`src/rtl/irq_presenter_pkg.sv`:
```
package irq_presenter_pkg;

    localparam int REG_AW = 3;

    localparam logic [REG_AW-1:0] ADDR_TPR  = 3'd0;
    localparam logic [REG_AW-1:0] ADDR_SPUR = 3'd1;
    localparam logic [REG_AW-1:0] ADDR_WHO  = 3'd2;
    localparam logic [REG_AW-1:0] ADDR_ACK  = 3'd3;
    localparam logic [REG_AW-1:0] ADDR_EOI  = 3'd4;

    typedef enum logic [1:0] {
        OUT_QUIET = 2'd0,
        OUT_NORM  = 2'd1,
        OUT_CRIT  = 2'd2,
        OUT_BOTH  = 2'd3
    } out_state_e;

endpackage

```
`src/rtl/pri_pick.sv`:
```
module pri_pick #(
    parameter int NUM_SRC = 8,
    parameter int PRIO_W  = 4,
    localparam int SRC_W  = $clog2(NUM_SRC)
) (
    input  logic [NUM_SRC-1:0]        mask,
    input  logic [NUM_SRC*PRIO_W-1:0] prio,
    output logic                      any,
    output logic [SRC_W-1:0]          idx,
    output logic [PRIO_W-1:0]         best
);

    // Strict greater-than keeps the lowest index on a tie.
    always_comb begin
        any  = 1'b0;
        idx  = '0;
        best = '0;
        for (int i = 0; i < NUM_SRC; i++) begin
            if (mask[i] && (!any || prio[i*PRIO_W +: PRIO_W] > best)) begin
                any  = 1'b1;
                idx  = SRC_W'(i);
                best = prio[i*PRIO_W +: PRIO_W];
            end
        end
    end

endmodule

```
`src/rtl/irq_out_ctl.sv`:
```
module irq_out_ctl
    import irq_presenter_pkg::*;
(
    input  logic clk,
    input  logic rst_n,
    input  logic raise_n,
    input  logic raise_c,
    input  logic drop,
    output logic irq_o,
    output logic cirq_o
);

    out_state_e state_q, state_d;

    always_ff @(posedge clk) begin
        if (!rst_n) state_q <= OUT_QUIET;
        else        state_q <= state_d;
    end

    always_comb begin
        state_d = state_q;
        if (drop) begin
            state_d = OUT_QUIET;
        end else begin
            unique case (state_q)
                OUT_QUIET: begin
                    if (raise_c)      state_d = OUT_CRIT;
                    else if (raise_n) state_d = OUT_NORM;
                end
                OUT_NORM: if (raise_c) state_d = OUT_BOTH;
                OUT_CRIT: if (raise_n) state_d = OUT_BOTH;
                OUT_BOTH: state_d = OUT_BOTH;
            endcase
        end
    end

    always_comb begin
        irq_o  = 1'b0;
        cirq_o = 1'b0;
        unique case (state_q)
            OUT_QUIET: ;
            OUT_NORM:  irq_o  = 1'b1;
            OUT_CRIT:  cirq_o = 1'b1;
            OUT_BOTH: begin
                irq_o  = 1'b1;
                cirq_o = 1'b1;
            end
        endcase
    end

endmodule

```
`src/rtl/irq_presenter.sv`:
```
module irq_presenter
    import irq_presenter_pkg::*;
#(
    parameter int NUM_SRC = 8,
    parameter int PRIO_W  = 4,
    parameter int VEC_W   = 8,
    parameter int CPU_IDX = 0,
    localparam int SRC_W  = $clog2(NUM_SRC)
) (
    input  logic                      clk,
    input  logic                      rst_n,
    input  logic                      offer_valid,
    input  logic [SRC_W-1:0]          offer_src,
    input  logic [NUM_SRC*PRIO_W-1:0] src_prio,
    input  logic [NUM_SRC*VEC_W-1:0]  src_vec,
    input  logic [NUM_SRC-1:0]        src_level,
    input  logic [NUM_SRC-1:0]        src_crit,
    input  logic                      crit_en,
    input  logic [NUM_SRC-1:0]        lvl_drop,
    input  logic                      reg_rd,
    input  logic                      reg_wr,
    input  logic [REG_AW-1:0]         reg_addr,
    input  logic [VEC_W-1:0]          reg_wdata,
    output logic [VEC_W-1:0]          reg_rdata,
    output logic                      irq_o,
    output logic                      cirq_o,
    output logic [NUM_SRC-1:0]        act_o,
    output logic [NUM_SRC-1:0]        pend_clr_o
);

    localparam int NPICK = 3;   // 0: raised, 1: in service, 2: in service after retire

    logic [NUM_SRC-1:0] raised_q, svc_q, act_q, pclr_q;
    logic [PRIO_W-1:0]  tpr_q;
    logic [VEC_W-1:0]   spur_q, rdata_q;

    logic [NUM_SRC-1:0] pick_mask [NPICK];
    logic               pick_any  [NPICK];
    logic [SRC_W-1:0]   pick_idx  [NPICK];
    logic [PRIO_W-1:0]  pick_prio [NPICK];

    assign pick_mask[0] = raised_q;
    assign pick_mask[1] = svc_q;
    assign pick_mask[2] = svc_q & ~(NUM_SRC'(1) << pick_idx[1]);

    for (genvar g = 0; g < NPICK; g++) begin : g_pick
        pri_pick #(.NUM_SRC(NUM_SRC), .PRIO_W(PRIO_W)) u_pick (
            .mask (pick_mask[g]),
            .prio (src_prio),
            .any  (pick_any[g]),
            .idx  (pick_idx[g]),
            .best (pick_prio[g])
        );
    end

    logic              reg_busy, accept, show, ack, ack_ok, eoi, rearm;
    logic [PRIO_W-1:0] off_prio;
    logic [VEC_W-1:0]  top_vec;

    assign reg_busy = reg_rd | reg_wr;
    assign off_prio = src_prio[offer_src*PRIO_W +: PRIO_W];
    assign accept   = offer_valid && !reg_busy && (off_prio > tpr_q) && !raised_q[offer_src];
    assign show     = accept && (!pick_any[0] || off_prio >= pick_prio[0])
                             && (!pick_any[1] || off_prio >  pick_prio[1]);

    assign ack    = reg_rd && (reg_addr == ADDR_ACK);
    assign ack_ok = pick_any[0] && act_q[pick_idx[0]] && (pick_prio[0] > tpr_q);
    assign eoi    = reg_wr && (reg_addr == ADDR_EOI);
    assign rearm  = eoi && pick_any[0] && (!pick_any[2] || pick_prio[0] > pick_prio[2]);

    assign top_vec = src_vec[pick_idx[0]*VEC_W +: VEC_W];

    logic raise_n, raise_c, show_c, rearm_c;
    assign show_c  = crit_en && src_crit[offer_src];
    assign rearm_c = crit_en && src_crit[pick_idx[0]];
    assign raise_c = (show && show_c) || (rearm && rearm_c);
    assign raise_n = (show && !show_c) || (rearm && !rearm_c);

    irq_out_ctl u_out (
        .clk     (clk),
        .rst_n   (rst_n),
        .raise_n (raise_n),
        .raise_c (raise_c),
        .drop    (ack),
        .irq_o   (irq_o),
        .cirq_o  (cirq_o)
    );

    always_ff @(posedge clk) begin
        if (!rst_n) begin
            raised_q <= '0;
            svc_q    <= '0;
            act_q    <= '0;
            pclr_q   <= '0;
            tpr_q    <= '1;
            spur_q   <= '1;
            rdata_q  <= '0;
        end else begin
            logic [NUM_SRC-1:0] act_n, raised_n, svc_n, pclr_n;
            act_n    = act_q & ~lvl_drop;
            raised_n = raised_q;
            svc_n    = svc_q;
            pclr_n   = '0;

            if (accept) begin
                raised_n[offer_src] = 1'b1;
                act_n[offer_src]    = 1'b1;
            end

            if (ack && pick_any[0]) begin
                raised_n[pick_idx[0]] = 1'b0;
                if (ack_ok) svc_n[pick_idx[0]] = 1'b1;
                if (!ack_ok || !src_level[pick_idx[0]]) act_n[pick_idx[0]] = 1'b0;
                if (!src_level[pick_idx[0]]) pclr_n[pick_idx[0]] = 1'b1;
            end

            if (eoi && pick_any[1]) svc_n[pick_idx[1]] = 1'b0;

            if (reg_wr && reg_addr == ADDR_TPR)  tpr_q  <= reg_wdata[PRIO_W-1:0];
            if (reg_wr && reg_addr == ADDR_SPUR) spur_q <= reg_wdata;

            if (reg_rd) begin
                case (reg_addr)
                    ADDR_TPR:  rdata_q <= VEC_W'(tpr_q);
                    ADDR_SPUR: rdata_q <= spur_q;
                    ADDR_WHO:  rdata_q <= VEC_W'(CPU_IDX);
                    ADDR_ACK:  rdata_q <= ack_ok ? top_vec : spur_q;
                    default:   rdata_q <= '0;
                endcase
            end

            raised_q <= raised_n;
            svc_q    <= svc_n;
            act_q    <= act_n;
            pclr_q   <= pclr_n;
        end
    end

    assign reg_rdata  = rdata_q;
    assign act_o      = act_q;
    assign pend_clr_o = pclr_q;

endmodule

```
`config.mk`:
```
export PLATFORM = sky130hd
export DESIGN_NAME = irq_presenter
export DESIGN_NICKNAME = d
export VERILOG_FILES = /design/src/rtl/irq_presenter_pkg.sv /design/src/rtl/pri_pick.sv /design/src/rtl/irq_out_ctl.sv /design/src/rtl/irq_presenter.sv
export SDC_FILE = /design/constraint.sdc
export NUM_CORES = 1
export LEC_CHECK = 0
export ABC_AREA = 1
export ABC_CLOCK_PERIOD_IN_PS = 42500
export BUFFER_PORTS_ARGS = -buffer_cell sky130_fd_sc_hd__buf_2
export CORE_MARGIN = 2
export CORE_UTILIZATION = 60
export DETAILED_ROUTE_END_ITERATION = 10
export GPL_TIMING_DRIVEN = 1
export MAX_ROUTING_LAYER = met4
export PLACE_DENSITY_LB_ADDON = 0.2
export SETUP_SLACK_MARGIN = 0.3
export SYNTH_ARGS = -nofsm -noshare
export SYNTH_HDL_FRONTEND = slang
export SYNTH_SLANG_ARGS = --single-unit
```
`constraint.sdc`:
```
create_clock -name clk -period 42.5 [get_ports clk]
set_input_delay 8.5 -clock clk [delete_from_list [all_inputs] [get_ports clk]]
set_output_delay 8.5 -clock clk [all_outputs]
set_load 0.05 [all_outputs]
```
==> results of run 1 <==
==> how the worst max path moves through the flow <==
stage	startpoint	endpoint	slack [ns]
after global routing	src_prio[1]	u_out.state_q[0]	14.66
after detailed placement	src_prio[1]	u_out.state_q[0]	16.59
final	src_prio[2]	u_out.state_q[0]	16.71
after global placement	src_prio[1]	u_out.state_q[0]	17.27
after floorplan	src_prio[3]	u_out.state_q[0]	18.91
after CTS	src_prio[1]	u_out.state_q[1]	16.89
==> kinds of logic (layout without fill, tap and decap cells) <==
family | after synthesis | after routing | share of synthesized area
simple gates | 502 | 502 | 0.313
fa+ha+maj | 102 | 102 | 0.181
flops | 54 | 54 | 0.154
buf+inv | 186 | 340 | 0.103
compound gates | 287 | 287 | 0.250
other cells | 0 | 1 | 0
==> where the power goes <==
| part | switching, mW | internal (mW) |
|---|---|---|
| sequential | 0.000439 | 0.0514 |
| clock | 0.0205 | 0.0354 |
| combinational | 0.0240 | 0.0150 |
==> cell usage in the layout (no fill, tap or decap), drive strengths merged, types with 2 or more instances in the layout <==
cell type  instances
nand2            303
a21oi             51
o22ai             37
a2111oi            2
a22o               3
and2               9
a211oi             3
nor3              15
o21a               3
or2                5
o221ai             4
a22oi              4
a2111o             2
clkinv             2
o21bai            15
nor2             101
nand3             53
buf              165
bufinv             2
ha               102
a221oi             8
dfxtp             54
o2111ai            5
inv              165
clkbuf             6
o21ai            121
o211ai            20
a31oi              3
nand4             13
==> state kept, by name, indices dropped and copies added, names as in the netlist <==
name / count
pend_clr_o: 8
u_out.state_q: 2
raised_q: 8
tpr_q: 4
act_o: 8
spur_q: 8
reg_rdata: 8
svc_q: 8
==> per-layer routing <==
layer  share of wire  wire length (um)  track usage  vias up
met5               0                 0            -        -
met4           0.046              1070        0.173        0
met3           0.098              2310       0.0540       94
met2            0.46             10900        0.635      507
met1            0.39              9230        0.454     3792
li1                -                 -            -     4154
==> stage by stage <==
| stage | hold slack, ns | power [mW] | util | cell area [um^2] | cells |
|---|---|---|---|---|---|
| global route | 0.478 | 0.153 | 0.713 | 8140 | 1428 |
| finish | 0.465 | 0.147 | 0.713 | 8140 | 1429 |
| CTS | 0.468 | 0.145 | 0.713 | 8140 | 1428 |
| floorplan | 0.430 | 0.0745 | - | 7030 | 1131 |
| global placement | 0.449 | 0.0899 | 0.696 | 7940 | 1420 |
| detailed placement | 0.443 | 0.0906 | 0.696 | 7940 | 1420 |
==> layout make-up <==
class,count,share of cell area
clock inverters,2,0.00737
clock buffers,6,0.0171
flip-flops and latches,54,0.133
diodes,1,0.000307
inverters,167,0.0770
repair buffers,165,0.101
well taps,143,0.0220
multi-input cells,891,0.642
==> critical path, delay by kind of cell <==
kind                     cells  cell delay, ns
AO/OA/AOI/OAI               40            4.92
adder cells (fa/ha/maj)     15            4.31
buffers and inverters       15            1.10
AND/OR/NAND/NOR             77            7.04
==> impl_metrics.yaml, run 1 <==
pwr:
  powerDensity_nw_per_um2: 18.0
  irDropWorstVdd_mv: 0.0172
  p_leak_nw: 4.55
route:
  detail_route.wirelength_um: 23500
  ant_nets: 0
  drtPass1Iterations: 5
  drc: 0
  routedWlPerCell_um: 16.5
  drtIter0Drc: 764
  vias: 8547
  avgViaCountPerCell: 5.98
floorplan:
  die_h_um: 112
  dieWidth_um: 112
  row_count: 39
  fp.coreArea_um2: 11400
  start_util: 0.616
  num_io_pins: 166
  dieArea_um2: 12600
clocking:
  clk_pin_slew_ns: 0.07
  cts.repair.resized: 0
  h-tree-depth: 2
  numCtsBuffers: 5
  cts.hold.buffers_added: 0
  cts_tree: "done"
  clockBufferDepth: 2
  clkSinkCount: 54
  cts_setup_buffers: 0
  clkLatencyLatePin_ns: 0.30
  cts_root_buf: "clkbuf_16"
synthesis:
  synthDistinctLibCells: 50
  synth.yosys.seq_area_share: 0.154
  ys_async_sr_fraction: 0
  synth_nets: 1373
  synth_area_leaders: "ha_1, dfxtp_1, nand2_1, inv_1, o21ai_0"
  ys_warn_count: 0
  synthesis.area_um2: 7030
  synth_top_area_share: 0.181
  ys_ff_latch: 54
  yosys.area.top_type: "ha_1"
  synth_common_cells: "nand2_1, inv_1, o21ai_0"
  syn_inst: 1131
  synth-main-ff-cell: "dfxtp_1"
  postSynthAreaPerCell_um2: 6.22
  synth_edf_count: 0
  synth_most_common_cell: "nand2_1"
global_routing:
  grt-ovfl-total: 0
  grt_max_degree: 33
  grt_pass1_vias: 8366
  grt_pass1_wl_um: 38600
  antenna_found_initial: 0
  grtUsageTotal: 0.380
sta:
  post-route-period-util: 0.607
  period_minus_slack_ns: 25.79
  rsz0062_at_grt: "false"
  slew_violations: 0
  max_slew_margin: 0.343
  worst_pin_slew_ns: 0.982
  hold_viol_final: 0
  setup_slack_ns: 16.71
  fin_skew_ns: 0.00398
  fmax_ghz: 0.0388
  setup_viol: 0
  tns_ns: 0
setup_path:
  r2r.worst_path.cells: 146
  required_ns: 42.70
  critPathCaptureType: "flip-flop"
  start_kind: "input port"
  timing.critical_path.mode_cell: "nand2_1"
  rr_startpoint: "svc_q[0]"
  cp_max_fo: 13
  cp.arrival_ns: 25.99
  crit_type: "in2reg"
  critical-path-slowest-cell: "ha_1"
  r2r_slack_ns: 24.51
  r2r-end: "u_out.state_q[0]"
  critical_path.max_stage_delay_ns: 0.32
placed_design:
  gp_congestion: 0.992
  io_buffers: 165
  hpwl_um: 19000
  dp_slack_ns: 16.59
hold_path:
  whs_endpoint: "u_out.state_q[1]"
  whs_path_depth: 2
  hp-start: "u_out.state_q[1]"
  hold_class: "reg2reg"
run_status:
  status: "completed"
final_layout:
  drive_above_1_share: 0.182
  regArea_um2: 1080
  multi_input_area_um2: 5230
  fin_nets: 1526
  fillCellCount: 1059
  synthToLayoutAreaGrowth_pct: 15.8
run:
  maxCapViolations: 0
Note: power is estimated with default switching activity, not from simulation.
==> run 2, diff against run 1 <==
Settings changed: ABC_CLOCK_PERIOD_IN_PS 42500 to 22900, CORE_UTILIZATION 60 to 51.
Clock period 42.5 ns to 22.9 ns, I/O delays scaled along.
==> impl_metrics.yaml, run 2 (same netlist as run 1, synthesis figures left out) <==
run_status:
  status: "completed"
sta:
  max_slew_margin: 0.319
  hold_viol_final: 0
  worst_pin_slew_ns: 1.02
  fmax_ghz: 0.0475
  post-route-period-util: 0.919
  rsz0062_at_grt: "false"
  hold_ws_ns: 0.468
  fin_skew_ns: 0.0111
  slew_violations: 0
  setup_viol: 0
  tns_ns: 0
  period_minus_slack_ns: 21.04
global_routing:
  antenna_found_initial: 1
  grtUsageTotal: 0.340
  grt_max_degree: 33
  grt-ovfl-total: 0
  grt_pass1_vias: 7955
  grt_pass1_wl_um: 38600
placed_design:
  io_buffers: 165
  hpwl_um: 19900
  gp_congestion: 0.969
pwr:
  p_leak_nw: 4.59
  irDropWorstVdd_mv: 0.0348
  finalPower_uw: 253
  powerDensity_nw_per_um2: 30.3
  p_seq_frac: 0.381
  intPower_uw: 165
  sw_frac_of_total: 0.346
  clockPowerShare: 0.330
  switchingPower_uw: 87.4
  p_comb_frac: 0.290
setup_path:
  critical-path-slowest-cell: "ha_1"
  crit_buf_inv: 14
  path_delay_family: "simple AND/OR/NAND/NOR gates"
  crit_type: "in2reg"
  start_kind: "input port"
  critical_path.max_stage_delay_ns: 0.31
  required_ns: 23.11
  critPathCaptureType: "flip-flop"
  cp.arrival_ns: 21.25
  cp_max_fo: 13
  timing.critical_path.mode_cell: "nand2_1"
route:
  drtPass1Iterations: 7
  ant_nets: 0
  drtIter0Drc: 587
  routedWlPerCell_um: 16.7
  drc: 0
  avgViaCountPerCell: 5.77
  detail_route.wirelength_um: 24600
  vias: 8494
clocking:
  cts.hold.buffers_added: 0
  cts_tree: "done"
  clkSinkCount: 54
  clk_pin_slew_ns: 0.08
  numCtsBuffers: 5
  cts_root_buf: "clkbuf_16"
  clkLatencyLatePin_ns: 0.31
  h-tree-depth: 2
  clockBufferDepth: 2
run:
  maxCapViolations: 0
floorplan:
  num_io_pins: 166
  die_h_um: 121
  dieWidth_um: 121
  fp.coreArea_um2: 13300
  start_util: 0.527
  row_count: 42
  dieArea_um2: 14700
final_layout:
  drive_above_1_share: 0.203
  fillCellCount: 1311
  fin_nets: 1536
  final_util: 0.625
  final_cell_mix: "nand2_1, buf_2, inv_1"
  mostFrequentLayoutCell: "nand2_1"
  synthToLayoutAreaGrowth_pct: 18.6
hold_path:
  hold_class: "reg2reg"
-- run 2: routing by layer --
layer,part of all wire,up-vias,global-route usage,wire length [um]
met1,0.41,3849,0.403,9990
met4,0.045,0,0.149,1110
met2,0.47,401,0.584,11500
met3,0.079,69,0.0357,1950
li1,-,4175,-,-
met5,0,-,-,0
-- run 2: worst paths after layout --
kind / to / slack [ns] / cells after the start / startpoint
max: u_out.state_q[0] / 1.86 / 149 / src_prio[1]
min: reg_rdata[3] / 0.47 / 2 / reg_rdata[3]
max reg2reg: u_out.state_q[0] / 5.73 / 148 / svc_q[0]
min reg2reg: reg_rdata[3] / 0.47 / 2 / reg_rdata[3]
-- run 2: what timing repair did --
item                                    CTS  global route
endpoints found under the setup margin    0             2
endpoints found under the hold margin     0             0
setup buffers                             0             8
gates resized for setup                   0            44
-- run 2: final cells by class --
type                       instances  area, um^2  area share
antenna                            2        5.00    0.000600
clock buffer                       5         125      0.0150
multi-input combinational        893        5350       0.642
sequential                        54        1080       0.130
tap                              176         220      0.0264
clock inverter                     3        28.8     0.00345
inverter                         167         629      0.0754
timing repair buffer             173         898       0.108
-- run 2: worst min-delay path: cells and delay by family (launching register included) --
family	cells	cell delay, ns
simple gates	1	0.06
compound gates	1	0.06
flops	1	0.31
-- run 2: metrics by stage --
step           area [um^2]  std cells  setup slack (ns)
2_1_floorplan         7030       1131              3.23
3_3_place_gp          7980       1453              1.43
3_5_place_dp          7980       1453             0.879
6_report              8340       1473              1.86
5_1_grt               8340       1472             0.177
4_1_cts               8140       1461              1.15
-- run 2: power by group through the flow --
stage	registers (mW)	clock network, mW	logic [mW]
global route	0.0963	0.0862	0.0817
CTS	0.0962	0.0832	0.0711
floorplan	0.101	0	0.0375
global placement	0.0983	0	0.0692
detailed placement	0.0984	0	0.0707
finish	0.0962	0.0833	0.0732
==> run 3, diff against run 2 <==
Settings changed: CORE_UTILIZATION 51 to 52, GPL_TIMING_DRIVEN 1 to not set, SYNTH_HIERARCHICAL set to 1.
==> impl_metrics.yaml, run 3 <==
run_status:
  status: "completed"
sta:
  slew_violations: 0
  worst_pin_slew_ns: 0.888
  post-route-period-util: 0.914
  hold_ws_ns: 0.469
  tns_ns: 0
  setup_viol: 0
  period_minus_slack_ns: 20.92
  fmax_ghz: 0.0478
  max_slew_margin: 0.404
  hold_viol_final: 0
  fin_skew_ns: 0.00836
  rsz0062_at_grt: "false"
clocking:
  h-tree-depth: 2
  clkLatencyLatePin_ns: 0.31
  numCtsBuffers: 5
  clockBufferDepth: 2
  cts_root_buf: "clkbuf_16"
  cts_tree: "done"
  clkSinkCount: 54
  cts.hold.buffers_added: 0
  clk_pin_slew_ns: 0.08
setup_path:
  crit_buf_inv: 10
  required_ns: 23.10
  cp.arrival_ns: 21.13
  critical-path-slowest-cell: "ha_1"
  path_delay_family: "simple AND/OR/NAND/NOR gates"
  start_kind: "input port"
  critPathCaptureType: "flip-flop"
  cp_max_fo: 9
  critical_path.max_stage_delay_ns: 0.31
  timing.critical_path.mode_cell: "nand2_1"
  crit_type: "in2reg"
final_layout:
  mostFrequentLayoutCell: "nand2_1"
  final_cell_area_um2: 9300
  fin_nets: 1783
  multi_input_area_um2: 6140
  fillCellCount: 1544
  drive_above_1_share: 0.192
  regArea_um2: 1080
  final_util: 0.618
  n_antenna_cell: 0
  synthToLayoutAreaGrowth_pct: 17.8
  final_cell_mix: "nand2_1, inv_1, buf_2"
global_routing:
  grt_max_degree: 50
  antenna_found_initial: 0
  grt_pass1_wl_um: 41200
  grtUsageTotal: 0.322
  grt-ovfl-total: 0
  grt_pass1_vias: 8731
floorplan:
  num_io_pins: 166
  row_count: 45
  fp.coreArea_um2: 15000
  dieWidth_um: 127
  die_h_um: 127
  dieArea_um2: 16200
  start_util: 0.525
route:
  drtIter0Drc: 474
  detail_route.wirelength_um: 25600
  drc: 0
  drtPass1Iterations: 7
  ant_nets: 0
  avgViaCountPerCell: 5.37
  vias: 9281
  routedWlPerCell_um: 14.8
placed_design:
  gp_congestion: 0.976
  hpwl_um: 20600
  io_buffers: 165
  place_area_um2: 8840
pwr:
  p_leak_nw: 5.04
  powerDensity_nw_per_um2: 27.3
  irDropWorstVdd_mv: 0.0411
synthesis:
  synth_nets: 1623
  synthesis.area_um2: 7890
  ys_warn_count: 6
  syn_inst: 1379
  postSynthAreaPerCell_um2: 5.72
run:
  maxCapViolations: 0
hold_path:
  hold_class: "reg2reg"
run 3: power breakdown:
group          leakage (nW)  internal [mW]  switching (mW)
logic                  4.53         0.0282          0.0450
registers             0.437         0.0953        0.000702
clock network        0.0759         0.0420          0.0426
total                  5.04          0.165          0.0884
run 3: final cells by class:
type,instances,share of cell area
repair buffers,175,0.0969
clock buffers,5,0.0135
well taps,188,0.0253
multi-input cells,1094,0.661
clock inverters,3,0.00310
flip-flops and latches,54,0.116
inverters,209,0.0844
run 3: path summary, 6_finish.rpt:
| check | end | startpoint | slack [ns] | cells past startpoint |
|---|---|---|---|---|
| worst max-delay path | u_out/state_q[0] | src_prio[3] | 1.98 | 144 |
| worst min-delay path | reg_rdata[7] | reg_rdata[7] | 0.47 | 2 |
| worst max register to register | u_out/state_q[0] | svc_q[0] | 5.86 | 143 |
| worst min register to register | reg_rdata[7] | reg_rdata[7] | 0.47 | 2 |
run 3: worst register-to-register path, delay by kind of cell (launching register included):
kind,cells,cell delay [ns]
buffers and inverters,9,0.70
AOI/OAI and AO/OA,33,3.50
DFF,1,0.47
and+or+nand+nor,86,8.20
adders and majority gates,15,4.14
run 3: layer usage:
layer,track usage,share of wire,up-vias
met3,0.0331,0.054,64
li1,-,-,4763
met1,0.373,0.43,4140
met4,0.114,0.034,0
met2,0.579,0.49,314
met5,-,0,-
run 3: through the flow:
stage	cells	power, mW	setup WS [ns]
3_5_place_dp	1710	0.168	0.771
3_3_place_gp	1710	0.167	1.28
6_report	1728	0.254	1.98
5_1_grt	1728	0.267	0.208
4_1_cts	1718	0.251	1.05
2_1_floorplan	1379	0.138	2.91
run 3: what timing repair did:
item,CTS,global route
endpoints found under the setup margin,0,2
gates resized for setup,0,66
endpoints found under the hold margin,0,0
setup buffers,0,9
